## src/rtl/standby_watchdog.sv

```systemverilog
module standby_watchdog #(
  parameter int              SEL_W  = 3,
  parameter int              CNT_W  = 2,
  parameter logic [3:0]      KEY    = 4'b0101,
  parameter logic [SEL_W-1:0] HW_SEL = '1
) (
  input  logic                    clk,
  input  logic                    rst,
  input  logic                    hw_en,
  input  logic                    hw_keep,
  input  logic                    wr_en,
  input  logic [3:0]              wr_ctl,
  input  logic [SEL_W-1:0]        wr_sel,
  input  logic [(1<<SEL_W)-1:0]   taps,
  input  logic                    sleep_i,
  input  logic                    stop_i,
  input  logic                    watch_i,
  input  logic                    src_clr,
  output logic                    rst_req
);
  localparam int               NTAP    = 1 << SEL_W;
  localparam logic [CNT_W-1:0] CNT_MAX = '1;

  logic             sw_on, stby_q;
  logic [SEL_W-1:0] sel_q, src;
  logic [NTAP-1:0]  taps_q;
  logic [CNT_W-1:0] cnt;
  logic active, key_wr, slow_src, main_halted, in_stby, stby_entry, tick, restart;

  assign active      = sw_on | hw_en;
  assign key_wr      = wr_en && (wr_ctl == KEY);
  assign src         = hw_en ? HW_SEL : sel_q;
  assign slow_src    = src[0] | src[SEL_W-1];
  assign main_halted = stop_i | watch_i;
  assign in_stby     = sleep_i | stop_i | watch_i;
  assign stby_entry  = in_stby & ~stby_q;
  assign tick        = taps[src] & ~taps_q[src] & (slow_src | ~main_halted);
  assign restart     = (key_wr & active) | src_clr | (stby_entry & ~(hw_en & hw_keep));

  always_ff @(posedge clk) begin
    if (rst) begin
      sw_on   <= 1'b0;
      sel_q   <= '0;
      taps_q  <= '0;
      stby_q  <= 1'b0;
      cnt     <= '0;
      rst_req <= 1'b0;
    end else begin
      taps_q  <= taps;
      stby_q  <= in_stby;
      rst_req <= 1'b0;
      if (key_wr && !active) begin
        sw_on <= 1'b1;
        sel_q <= wr_sel;
      end
      if (!active || restart) begin
        cnt <= '0;
      end else if (tick) begin
        cnt     <= cnt + 1'b1;
        rst_req <= (cnt == CNT_MAX);
      end
    end
  end

  a_r2_stays_on: assert property (@(posedge clk) disable iff (rst)
    sw_on |=> sw_on);
  a_r1_idle_quiet: assert property (@(posedge clk) disable iff (rst)
    !active |=> (cnt == '0 && !rst_req));
  a_r3_sel_locked: assert property (@(posedge clk) disable iff (rst)
    sw_on |=> $stable(sel_q));
  a_r5_single_pulse: assert property (@(posedge clk) disable iff (rst)
    rst_req |=> !rst_req);
  a_r5_wraps_to_zero: assert property (@(posedge clk) disable iff (rst)
    rst_req |-> cnt == '0);
  a_r8_src_clear: assert property (@(posedge clk) disable iff (rst)
    src_clr |=> (cnt == '0 && !rst_req));
  a_r9_standby_clear: assert property (@(posedge clk) disable iff (rst)
    (stby_entry && !(hw_en && hw_keep)) |=> cnt == '0);
  a_r6_main_halted: assert property (@(posedge clk) disable iff (rst)
    (main_halted && !slow_src) |=> (cnt == $past(cnt) || cnt == '0) && !rst_req);
endmodule

```

## config.mk

```make
export PLATFORM = sky130hd
export DESIGN_NAME = standby_watchdog
export DESIGN_NICKNAME = d
export VERILOG_FILES = /design/src/rtl/standby_watchdog.sv
export SDC_FILE = /design/constraint.sdc
export NUM_CORES = 1
export LEC_CHECK = 0
export ABC_AREA = 0
export BUFFER_PORTS_ARGS = -buffer_cell sky130_fd_sc_hd__buf_2
export CAP_MARGIN = 25
export CORE_MARGIN = 5
export CORE_UTILIZATION = 47
export CTS_CLUSTER_DIAMETER = 120
export CTS_CLUSTER_SIZE = 8
export DETAILED_ROUTE_END_ITERATION = 8
export MAX_ROUTING_LAYER = met4
export PLACE_DENSITY = 0.76
export SLEW_MARGIN = 10
export SYNTH_ARGS = -nofsm -noshare
export SYNTH_HDL_FRONTEND = slang
export SYNTH_SLANG_ARGS = --single-unit
```

## constraint.sdc

```tcl
create_clock -name clk -period 1.8 [get_ports clk]
set_input_delay 0.18 -clock clk [delete_from_list [all_inputs] [get_ports clk]]
set_output_delay 0.18 -clock clk [all_outputs]
set_load 0.03 [all_outputs]
```

==> metrics.csv <==
metric,value,unit
total of endpoints with negative setup slack in the final report,0,
Final Hold Fails,0,
area of the core region,1470,µm²
maximum number of pins on one net before global-route repair,15,
1st-iter DRT viols,9,
max-cap viol count,0,
register clock-pin slew on the reported worst setup and hold paths,0.09,ns
initial standard-cell utilization of the core,0.484,
netlist area before placement,712,µm²
critical path peak fanout,9,
Die X-Extent,48.9,µm
postcts setup bufs,0,
Total Neg Setup Slack,0,ns
TritonCTS buffer count,3,
sum of net half-perimeters after detailed placement,1170,µm
Fmax achieved,704,MHz
remaining max-slew budget at the tightest pin,0.714,
first-pass GRT wire length,2500,µm
clock tree buffer depth,2,
total number of vias,609,
clock tree root buffer cell,sky130_fd_sc_hd__clkbuf_4,
number of detailed-routing iterations run before antenna repair,4,
number of DRC violations after detailed routing,0,
wire length after detailed routing,1490,µm
diode count,0,
Die Footprint,2390,µm²
post-cts sizing count,0,
global route overflow,0,
GRT Overall Usage,0.139,
post-synthesis adder-cell area fraction,0.0176,
hold crit path type,in2reg,
CP Class,reg2reg,
combinational family with the most area after synthesis,simple AND/OR/NAND/NOR gates,
average instance area after synthesis,9.75,µm²
Pleak,0.389,nW
Layout Nets,125,
synthesized netlist cell count,73,
measured slew at the worst slew-check pin,0.426,ns
largest stage delay on the critical path,0.50,ns
kind of cell adding the most delay to the critical path,compound AO/OA/AOI/OAI gates,
share of the synthesized area in compound gates (AO/OA/AOI/OAI),0.163,
share of layout cells above drive strength 1,0.323,
count of H-tree levels built during CTS,1,
time the worst path needs with I/O delays and setup,1.42,ns
kind of launch point of the worst setup path,register,
share of the yosys chip area belonging to registers,0.450,
post-synthesis simple-gate area fraction,0.257,
RSZ-0062 raised after global routing,no,
final-report max-slew violation count,0,
buffering stage count on the worst path with inverters included,0,
vias in the first global route,613,
number of register bits inferred by synthesis,16,
clk_lat worst skew,0.29,ns
outcome,finished clean,
post-synthesis to final-layout area growth,22.7,%
type of destination of the critical path,register,
CP cell instances,o21bai_1 -> nand2_1 -> o311ai_4 -> mux2i_1,
data arrival time of the critical path,1.65,ns
mux share of post-synthesis cell area,0.0703,
site row count,14,
Power Density,783,nW/µm²
Placer Congestion,0.703,
boundary pin count,25,
xor/xnor share of the synthesized area,0,
Vias per Instance,5.30,
worst setup slack after layout,0.379,ns
number of buffers inserted for hold repair after clock tree synthesis,0,
maximum VDD drop,0.465,mV
pre-CTS setup slack,0.381,ns
required time reported for the critical path endpoint,2.03,ns
count of synthesis-stage warnings from yosys,0,
average wire per cell in the routed design,13.0,µm
antenna violations before repair,0,
total nets after synthesis,98,
TritonCTS sink count,16,
ratio of final minimum period to clock period,0.790,
vertical extent of the die,48.9,µm
post-detailed-route count of antenna-violating nets,0,
Layout Skew,0.00104,ns
I/O Buffers,24,
count of different cell masters after synthesis,28,
crit path max-delay cell type,sky130_fd_sc_hd__dfxtp_1,
TritonCTS clock tree,done,
flip-flops by register name, summed over array words and instances, names as in the netlist:
name / flops
taps_q: 8
rst_req: 1
cnt: 2
sel_q: 3
sw_on: 1
stby_q: 1
power breakdown:
group / switching [mW] / internal [mW] / leakage [nW]
logic: 0.0353 / 0.0401 / 0.236
clock network: 0.115 / 0.123 / 0.0210
registers: 0.00472 / 0.366 / 0.132
total: 0.155 / 0.529 / 0.389
cell type report:
type,count,area [µm²]
sequential,16,320
timing repair buffer,24,120
multi-input combinational,51,362
inverter,4,15.0
fill,144,598
clock buffer,4,36.3
tap,16,20.0
routing by layer:
| layer | share of wire | GRT usage | vias up |
|---|---|---|---|
| li1 | - | - | 307 |
| met1 | 0.39 | 0.133 | 276 |
| met2 | 0.50 | 0.233 | 22 |
| met4 | 0.019 | 0.0807 | 0 |
| met3 | 0.089 | 0.0550 | 4 |
| met5 | 0 | - | - |
cell usage in the layout, fill, tap and decap left out, types with 2 or more instances in the layout:
master	count
sky130_fd_sc_hd__clkbuf_4	3
sky130_fd_sc_hd__mux2i_1	5
sky130_fd_sc_hd__nor2_1	14
sky130_fd_sc_hd__a21oi_1	2
sky130_fd_sc_hd__inv_1	3
sky130_fd_sc_hd__nor2b_1	6
sky130_fd_sc_hd__buf_2	24
sky130_fd_sc_hd__nand2_1	6
sky130_fd_sc_hd__dfxtp_1	16
worst paths after layout:
kind	slack, ns	from	endpoint	cells past startpoint
setup / recovery	0.38	sel_q[0]	cnt[1]	4
hold / removal	0.10	taps[4]	taps_q[4]	2
setup reg to reg	0.38	sel_q[0]	cnt[1]	4
hold reg to reg	0.47	cnt[1]	cnt[1]	2
cell usage after synthesis (all sizes together):
master / count / share of area
a21boi: 1 / 0.011
a21o: 1 / 0.011
a21oi: 2 / 0.014
and3: 1 / 0.0088
and3b: 1 / 0.012
buf: 1 / 0.016
clkbuf: 1 / 0.0053
clkinv: 1 / 0.0053
dfxtp: 16 / 0.45
ha: 1 / 0.018
inv: 3 / 0.016
mux2i: 5 / 0.070
nand2: 6 / 0.032
nand4: 1 / 0.0088
nand4b: 1 / 0.012
nor2: 14 / 0.074
nor2b: 6 / 0.053
nor3: 1 / 0.0070
nor3b: 1 / 0.011
nor4: 1 / 0.030
o211ai: 1 / 0.018
o21bai: 1 / 0.011
o221ai: 1 / 0.012
o311ai: 1 / 0.037
o31a: 1 / 0.025
o32a: 1 / 0.014
o32ai: 1 / 0.012
or3: 1 / 0.0088
per-stage QoR:
step / area (µm²) / std cells / utilization / hold slack [ns] / total power [mW]
3_3_place_gp: 837 / 111 / 0.569 / 0.404 / 0.452
2_1_floorplan: 712 / 73 / - / 0.252 / 0.418
3_5_place_dp: 837 / 111 / 0.569 / 0.408 / 0.455
5_1_grt: 873 / 115 / 0.594 / 0.110 / 0.716
4_1_cts: 873 / 115 / 0.594 / 0.104 / 0.689
6_report: 873 / 115 / 0.594 / 0.103 / 0.684
logic make-up (layout without fill, tap and decap cells):
kind of cell    Yosys count  count (layout)
compound gates           11              11
simple gates             34              34
mux                       5               5
flops                    16              16
fa+ha+maj                 1               1
buf+inv                   6              32
Power figures use the tool's default switching activity.
